File: src/rtl/pdiv_pkg.sv
// Package: shared field positions of the divider control word.
// Assumes a 32-bit control word; field positions are decoded by software.
package pdiv_pkg;
    localparam int CTRL_W   = 32;
    localparam int STOP_BIT = 31;
    localparam int BUSY_BIT = 29;
    localparam int RATIO_LO = 0;
endpackage

File: src/rtl/pdiv_src_mux.sv
// Module: chooses which source tick advances the divider.
// Assumes both ticks are single-cycle enables in the block clock domain.
module pdiv_src_mux (
    input  logic src_sel,
    input  logic xtal_tick,
    input  logic io_tick,
    output logic tick
);
    // Select crystal tick when src_sel is high, I/O tick otherwise.
    always_comb begin
        tick = src_sel ? xtal_tick : io_tick;
    end
endmodule

File: src/rtl/pdiv_ctrl.sv
// Module: control word storage, pending/live ratio and busy handshake.
// Assumes period_end is a one-cycle strobe from the counter marking a safe boundary.
module pdiv_ctrl
    import pdiv_pkg::*;
#(
    parameter int RATIO_W = 9
) (
    input  logic               clk,
    input  logic               rst_n,
    input  logic               wr_en,
    input  logic [CTRL_W-1:0]  wr_data,
    input  logic               period_end,
    output logic               stop_q,
    output logic [RATIO_W-1:0] live_q,
    output logic [CTRL_W-1:0]  rd_data
);
    logic [RATIO_W-1:0] pend_q;
    logic               busy_q;
    logic               accept_ratio;
    logic               apply_ratio;

    assign accept_ratio = wr_en && !stop_q;
    assign apply_ratio  = period_end && busy_q;

    // Stop bit: written by every write.
    always_ff @(posedge clk) begin
        if (!rst_n)     stop_q <= 1'b1;
        else if (wr_en) stop_q <= wr_data[STOP_BIT];
    end

    // Pending ratio: accepted only while running.
    always_ff @(posedge clk) begin
        if (!rst_n)            pend_q <= RATIO_W'(1);
        else if (accept_ratio) pend_q <= wr_data[RATIO_LO +: RATIO_W];
    end

    // Busy: set by an accepted write, cleared when the ratio goes live.
    always_ff @(posedge clk) begin
        if (!rst_n)            busy_q <= 1'b0;
        else if (accept_ratio) busy_q <= 1'b1;
        else if (apply_ratio)  busy_q <= 1'b0;
    end

    // Live ratio: copied from pending at a period boundary.
    always_ff @(posedge clk) begin
        if (!rst_n)           live_q <= RATIO_W'(1);
        else if (apply_ratio) live_q <= pend_q;
    end

    // Readback assembly of the control word.
    always_comb begin
        rd_data = '0;
        rd_data[STOP_BIT] = stop_q;
        rd_data[BUSY_BIT] = busy_q;
        rd_data[RATIO_LO +: RATIO_W] = pend_q;
    end

    logic unused_wr_bits;
    assign unused_wr_bits = ^{wr_data[CTRL_W-2:RATIO_W]};


    stopped_write_ignored_chk: assert property (@(posedge clk) disable iff (!rst_n)
        (wr_en && stop_q) |=> ($stable(pend_q) && $stable(busy_q)));


    busy_rise_chk: assert property (@(posedge clk) disable iff (!rst_n)
        $rose(busy_q) |-> $past(wr_en && !stop_q));


    busy_fall_chk: assert property (@(posedge clk) disable iff (!rst_n)
        $fell(busy_q) |-> $past(period_end));


    live_change_chk: assert property (@(posedge clk) disable iff (!rst_n)
        !$stable(live_q) |-> $past(period_end && busy_q));
endmodule

File: src/rtl/pdiv_count.sv
// Module: counts selected ticks and emits a registered pulse each period.
// Assumes live_ratio changes only at a period end; ratio 0 is treated as 1.
module pdiv_count #(
    parameter int RATIO_W = 9
) (
    input  logic               clk,
    input  logic               rst_n,
    input  logic               tick,
    input  logic               stop,
    input  logic [RATIO_W-1:0] live_ratio,
    output logic               period_end,
    output logic               pulse_q
);
    logic [RATIO_W-1:0] cnt_q;
    logic [RATIO_W-1:0] eff_ratio;

    // Effective ratio: zero maps to one.
    always_comb begin
        eff_ratio = (live_ratio == '0) ? RATIO_W'(1) : live_ratio;
    end

    // Period end: last tick of the period while running.
    always_comb begin
        period_end = !stop && tick && (cnt_q == eff_ratio - RATIO_W'(1));
    end

    // Counter: held at zero while stopped, wraps at period end.
    always_ff @(posedge clk) begin
        if (!rst_n || stop)  cnt_q <= '0;
        else if (period_end) cnt_q <= '0;
        else if (tick)       cnt_q <= cnt_q + RATIO_W'(1);
    end

    // Output pulse register.
    always_ff @(posedge clk) begin
        if (!rst_n) pulse_q <= 1'b0;
        else        pulse_q <= period_end;
    end


    stopped_quiet_chk: assert property (@(posedge clk) disable iff (!rst_n)
        pulse_q |-> !$past(stop));


    stopped_hold_chk: assert property (@(posedge clk) disable iff (!rst_n)
        stop |=> (cnt_q == '0));


    count_range_chk: assert property (@(posedge clk) disable iff (!rst_n)
        cnt_q < eff_ratio);


    pulse_cause_chk: assert property (@(posedge clk) disable iff (!rst_n)
        pulse_q |-> $past(tick));
endmodule

File: src/rtl/pdiv_gated_divider.sv
// Module: top of the gated peripheral clock-enable divider.
// Assumes all inputs are synchronous to clk; reset is synchronous, active low.
module pdiv_gated_divider
    import pdiv_pkg::*;
#(
    parameter int RATIO_W = 9
) (
    input  logic              clk,
    input  logic              rst_n,
    input  logic              wr_en,
    input  logic [CTRL_W-1:0] wr_data,
    output logic [CTRL_W-1:0] rd_data,
    input  logic              src_sel,
    input  logic              xtal_tick,
    input  logic              io_tick,
    output logic              div_en
);
    logic               tick;
    logic               stop;
    logic               period_end;
    logic [RATIO_W-1:0] live_ratio;

    pdiv_src_mux u_mux (
        .src_sel   (src_sel),
        .xtal_tick (xtal_tick),
        .io_tick   (io_tick),
        .tick      (tick)
    );

    pdiv_ctrl #(.RATIO_W(RATIO_W)) u_ctrl (
        .clk        (clk),
        .rst_n      (rst_n),
        .wr_en      (wr_en),
        .wr_data    (wr_data),
        .period_end (period_end),
        .stop_q     (stop),
        .live_q     (live_ratio),
        .rd_data    (rd_data)
    );

    pdiv_count #(.RATIO_W(RATIO_W)) u_count (
        .clk        (clk),
        .rst_n      (rst_n),
        .tick       (tick),
        .stop       (stop),
        .live_ratio (live_ratio),
        .period_end (period_end),
        .pulse_q    (div_en)
    );


    source_select_chk: assert property (@(posedge clk) disable iff (!rst_n)
        div_en |-> $past(src_sel ? xtal_tick : io_tick));
endmodule

File: config.mk
export PLATFORM = sky130hd
export DESIGN_NAME = pdiv_gated_divider
export DESIGN_NICKNAME = d
export VERILOG_FILES = /design/src/rtl/pdiv_pkg.sv /design/src/rtl/pdiv_src_mux.sv /design/src/rtl/pdiv_ctrl.sv /design/src/rtl/pdiv_count.sv /design/src/rtl/pdiv_gated_divider.sv
export SDC_FILE = /design/constraint.sdc
export NUM_CORES = 1
export LEC_CHECK = 0
export ABC_AREA = 0
export BUFFER_PORTS_ARGS = -buffer_cell sky130_fd_sc_hd__buf_2
export CORE_UTILIZATION = 43
export DETAILED_ROUTE_END_ITERATION = 8
export PLACE_DENSITY_LB_ADDON = 0.25
export REMOVE_ABC_BUFFERS = 1
export SYNTH_ARGS = -nofsm -noshare
export SYNTH_HDL_FRONTEND = slang
export SYNTH_SLANG_ARGS = --single-unit
File: constraint.sdc
create_clock -name clk -period 2.7 [get_ports clk]
set_input_delay 0.27 -clock clk [delete_from_list [all_inputs] [get_ports clk]]
set_output_delay 0.27 -clock clk [all_outputs]
set_load 0.005 [all_outputs]
==> flow_results.org <==
** Placement
- Routability-driven placement finished with a final weighted congestion of roughly 0.8.
- Input and output buffers added on the ports amount to 27.
- Once detailed placement completed, the half-perimeter wirelength came to ~2600 um.
- In this run the cell area measured after placement is approximately 0.0019 mm2.

** Clocking
- Clk Latency, worst-skew pair :: 280 ps
- TritonCTS clock tree :: yes
- Clock-pin transition on the worst setup and hold timing paths :: 60 ps
- Hold Buf Count CTS :: 0
- Maximum level of the CTS H-tree :: 2
- The number of clock buffers added by TritonCTS is 5.
- The clock net in this run drives a total of 30 sinks.
- The clock passes through at most 2 buffers.
- Clock root buffer :: sky130_fd_sc_hd__clkbuf_8

** Timing
- Skew final :: 4.89 ps
- Subtracting the final worst setup slack from the clock period gives 2840 ps.
- Setup violations remaining at the end of the flow were counted as 9.
- Summed negative setup slack over all endpoints :: -1030 ps
- Unrepaired setup endpoints after global routing :: yes
- Dividing the final minimum period by the clock period gives 1.05.
- Final hold analysis gives a worst-case slack of 202 ps.
- Once routing completed, OpenROAD measured the worst setup slack at -136 ps.
- Count of final hold-check violations :: 0
- Fmax achieved :: 353 MHz
- Normalized max-slew margin :: 0.578
- Number of max-slew violations in the final report :: 0
- Worst-Margin Slew :: about 630 ps

** Die
- For this design the top-level I/O count stands at 71.
- The die is 65.1 um tall.
- Die boundary width :: 65.1 um
- Area of the core :: around 0.0037 mm2
- Full die area :: 0.00424 mm2
- After floorplanning, the core was divided into 22 placement rows.
- Initial Util :: 0.458

** Global routing
- First-pass GRT wire length :: 6190 um
- Via count of the first global-routing pass :: 1347
- Residual overflow from global routing :: 0
- Entering global routing, the biggest net connects 18 pins.
- Antenna violations before repair :: 0
- In the global route stage, overall resource usage came out at 0.189.

** Worst setup path
- Capturing element of the worst setup path :: u_ctrl.live_q[3]
- R2r startpoint :: u_ctrl.live_q[1]
- The worst register-to-register path ends at u_ctrl.live_q[3].
- At the worst endpoint, the required time is around 2900 ps.
- For this run, the slowest stage of the critical path takes 610 ps.
- R2R cell count :: 10
- Worst Setup End Kind :: flip-flop
- In this design, the critical path's most frequently occurring cell is sky130_fd_sc_hd__a21oi_1.
- Ordered list of cells on the worst path :: or4_4 > nor3_4 > a21oi_1 > ha_1 > xor2_1 > and4b_1 > o211ai_1 > or4b_4 > o21ai_1 > a21oi_1
- Of all nets on the critical path, the largest fanout is 5.
- Crit path kind :: flip-flop to flip-flop
- Setup slack of the worst register-to-register path :: -140 ps
- STA classifies the critical path startpoint as a flip-flop.
- Data arrival time of the critical path :: 2990 ps
- In this run the worst setup path begins at u_ctrl.live_q[1].
- Among all stages on the critical path, the largest delay is contributed by sky130_fd_sc_hd__or4b_4.

** Cells and area
- Final instance area :: around 0.0021 mm2
- Number of inserted filler cells in the final layout :: 363
- Fraction of layout instances using a drive strength above 1 :: 0.275
- In the final design database the tool counted 287 nets.
- Total inserted antenna cells :: 0
- Synth-to-Final Area Change :: 21.0%

** Detailed routing
- Vias per inst :: ~5.2
- ANT nets after route :: 0
- Total Routed Length :: 3680 um
- Detailed-router iteration count before antenna repair :: 4
- Total number of vias :: ~1500
- Post-route DRC violation count :: 0
- After detailed routing, the average wire length per cell comes to about 12 um.
- The detailed router finished its first iteration with 56 violations.

** Power
- Total design power :: ~0.85 mW
- Areal power density over the cells :: 412 mW/mm2
- VDD IR-drop max :: approximately 0.35 mV
- The analysis attributes to cell leakage a power of ~0.85 nW.

** Logic synthesis
- Cell type with the highest aggregate area in the netlist :: sky130_fd_sc_hd__dfxtp_1
- Number of instances in the synthesized netlist :: 203
- In the synthesized netlist the async set-or-reset flop fraction comes to 0.
- Synth Warn # :: 0
- Avg Inst Size Synth :: 8.44 um2
- Count of flip-flops with a built-in enable after synthesis :: 0
- In this run, synthesis produced a sequential element count of 30.
- Area share of the largest cell type after synthesis :: 0.351
- Largest cells by area after synthesis :: sky130_fd_sc_hd__dfxtp_1 (35%), sky130_fd_sc_hd__buf_4 (10%), sky130_fd_sc_hd__nand2_1 (5.5%), sky130_fd_sc_hd__a21oi_1 (5.0%), sky130_fd_sc_hd__xor2_1 (4.6%)
- Count of unique library cells instantiated by Yosys :: 47
- Among all flip-flop cells after synthesis, the most frequent one is sky130_fd_sc_hd__dfxtp_1.
- The cell area that synthesis handed to floorplanning was 0.00171 mm2.
- Sequential area share after synthesis :: 0.351

** Min path
- The tightest min-delay check is of the input port to flip-flop type.

** Job
- Number of maximum-capacitance constraint violations :: 0

** Run status
- Run status :: complete, but fails checks
- The final reports fail on negative setup slack.
## cell usage in the layout (no fill, tap or decap), types with 2 or more instances in the layout
cell type,count
sky130_fd_sc_hd__nand4_1,10
sky130_fd_sc_hd__a31oi_1,2
sky130_fd_sc_hd__buf_2,27
sky130_fd_sc_hd__o21ai_1,7
sky130_fd_sc_hd__a21oi_1,17
sky130_fd_sc_hd__clkinv_2,2
sky130_fd_sc_hd__dfxtp_1,29
sky130_fd_sc_hd__xnor2_1,7
sky130_fd_sc_hd__nor3_1,14
sky130_fd_sc_hd__or4b_4,2
sky130_fd_sc_hd__nor3_4,2
sky130_fd_sc_hd__conb_1,21
sky130_fd_sc_hd__nor2_1,4
sky130_fd_sc_hd__and3_1,2
sky130_fd_sc_hd__buf_6,3
sky130_fd_sc_hd__ha_1,2
sky130_fd_sc_hd__clkbuf_8,5
sky130_fd_sc_hd__nor3b_1,2
sky130_fd_sc_hd__xor2_1,9
sky130_fd_sc_hd__mux2i_1,2
sky130_fd_sc_hd__nand2b_1,2
sky130_fd_sc_hd__buf_4,18
sky130_fd_sc_hd__o21a_1,3
sky130_fd_sc_hd__o211ai_1,2
sky130_fd_sc_hd__nand2_1,25
sky130_fd_sc_hd__o21ai_2,2
sky130_fd_sc_hd__inv_1,2
## stage by stage
stage               setup slack (ps)  utilization  std cells
floorplan                       -244            -        191
global placement                -263        0.506        282
detailed placement              -403        0.506        282
CTS                             -128        0.539        292
global route                    -302        0.554        295
finish                          -136        0.554        295
## synth_stat cells (3+ instances only)
cell type / instances
sky130_fd_sc_hd__a21oi_1: 17
sky130_fd_sc_hd__and3_1: 3
sky130_fd_sc_hd__buf_2: 3
sky130_fd_sc_hd__buf_4: 23
sky130_fd_sc_hd__clkbuf_1: 4
sky130_fd_sc_hd__dfxtp_1: 30
sky130_fd_sc_hd__nand2_1: 25
sky130_fd_sc_hd__nand4_1: 10
sky130_fd_sc_hd__nor2_1: 4
sky130_fd_sc_hd__nor3_1: 15
sky130_fd_sc_hd__o21a_1: 3
sky130_fd_sc_hd__o21ai_0: 8
sky130_fd_sc_hd__xnor2_1: 8
sky130_fd_sc_hd__xor2_1: 9
## flip-flops by register name, indices dropped and copies added (netlist names)
signal,flops
u_ctrl.stop_q,1
u_ctrl.busy_q,1
u_ctrl.pend_q,9
u_count.cnt_q,9
u_count.pulse_q,1
u_ctrl.live_q,9
## worst min-delay path by stage
| stage | from | end | slack (ps) | cells past startpoint |
|---|---|---|---|---|
| global route | wr_data[0] | u_ctrl.pend_q[0] | 220 | 3 |
| global placement | u_ctrl.pend_q[5] | u_ctrl.pend_q[5] | 460 | 2 |
| finish | wr_data[0] | u_ctrl.pend_q[0] | 200 | 3 |
| detailed placement | u_ctrl.pend_q[5] | u_ctrl.pend_q[5] | 470 | 2 |
| floorplan | rst_n | u_ctrl.stop_q | 330 | 1 |
| CTS | wr_data[0] | u_ctrl.pend_q[0] | 200 | 3 |
## layout make-up
type,count,area (um2),share of cell area
clock buffer,5,68.8,0.0332
clock inverter,2,10.0,0.00483
inverter,3,11.3,0.00543
multi-input combinational,159,1020,0.491
sequential,30,602,0.290
tap,48,60.1,0.0290
timing repair buffer,48,304,0.147
## layer usage
| layer | vias to the layer above | part of all wire | GRT usage |
|---|---|---|---|
| met4 | 0 | 0.014 | 0.0652 |
| met3 | 6 | 0.042 | 0.0417 |
| met5 | - | 0 | 0 |
| met2 | 45 | 0.46 | 0.294 |
| li1 | 766 | - | - |
| met1 | 711 | 0.48 | 0.256 |
## critical path, delay by kind of cell, from the launching register on
kind	cells	cell delay, ps
and+or+nand+nor	4	1510
AOI/OAI and AO/OA	4	450
DFF	1	320
adders and majority gates	1	310
xor gates and xnor gates	1	120
## report_power, final
part	switching, mW	total [mW]	internal [mW]
clock network	0.157	0.330	0.172
logic	0.0374	0.0670	0.0296
registers	0.00817	0.458	0.450
total	0.203	0.854	0.652
## repair_timing
action,in CTS,in global routing
cloned,2,1
endpoints found under the setup margin,20,20
buffers inserted,1,2
resized for setup,10,11
endpoints found under the hold margin,0,0
pin swaps,3,3
## logic make-up (layout without fill, tap and decap cells)
family	count (synthesis)	count (layout)	synth area share
AND/OR/NAND/NOR	76	77	0.255
XOR/XNOR	18	18	0.100
adder cells (fa/ha/maj)	2	2	0.0146
AO/OA/AOI/OAI	38	38	0.130
other	1	21	0.00219
buffers and inverters	35	58	0.129
multiplexers	3	3	0.0183
flip-flops	30	30	0.351
Note: power is estimated with default switching activity, not from simulation.
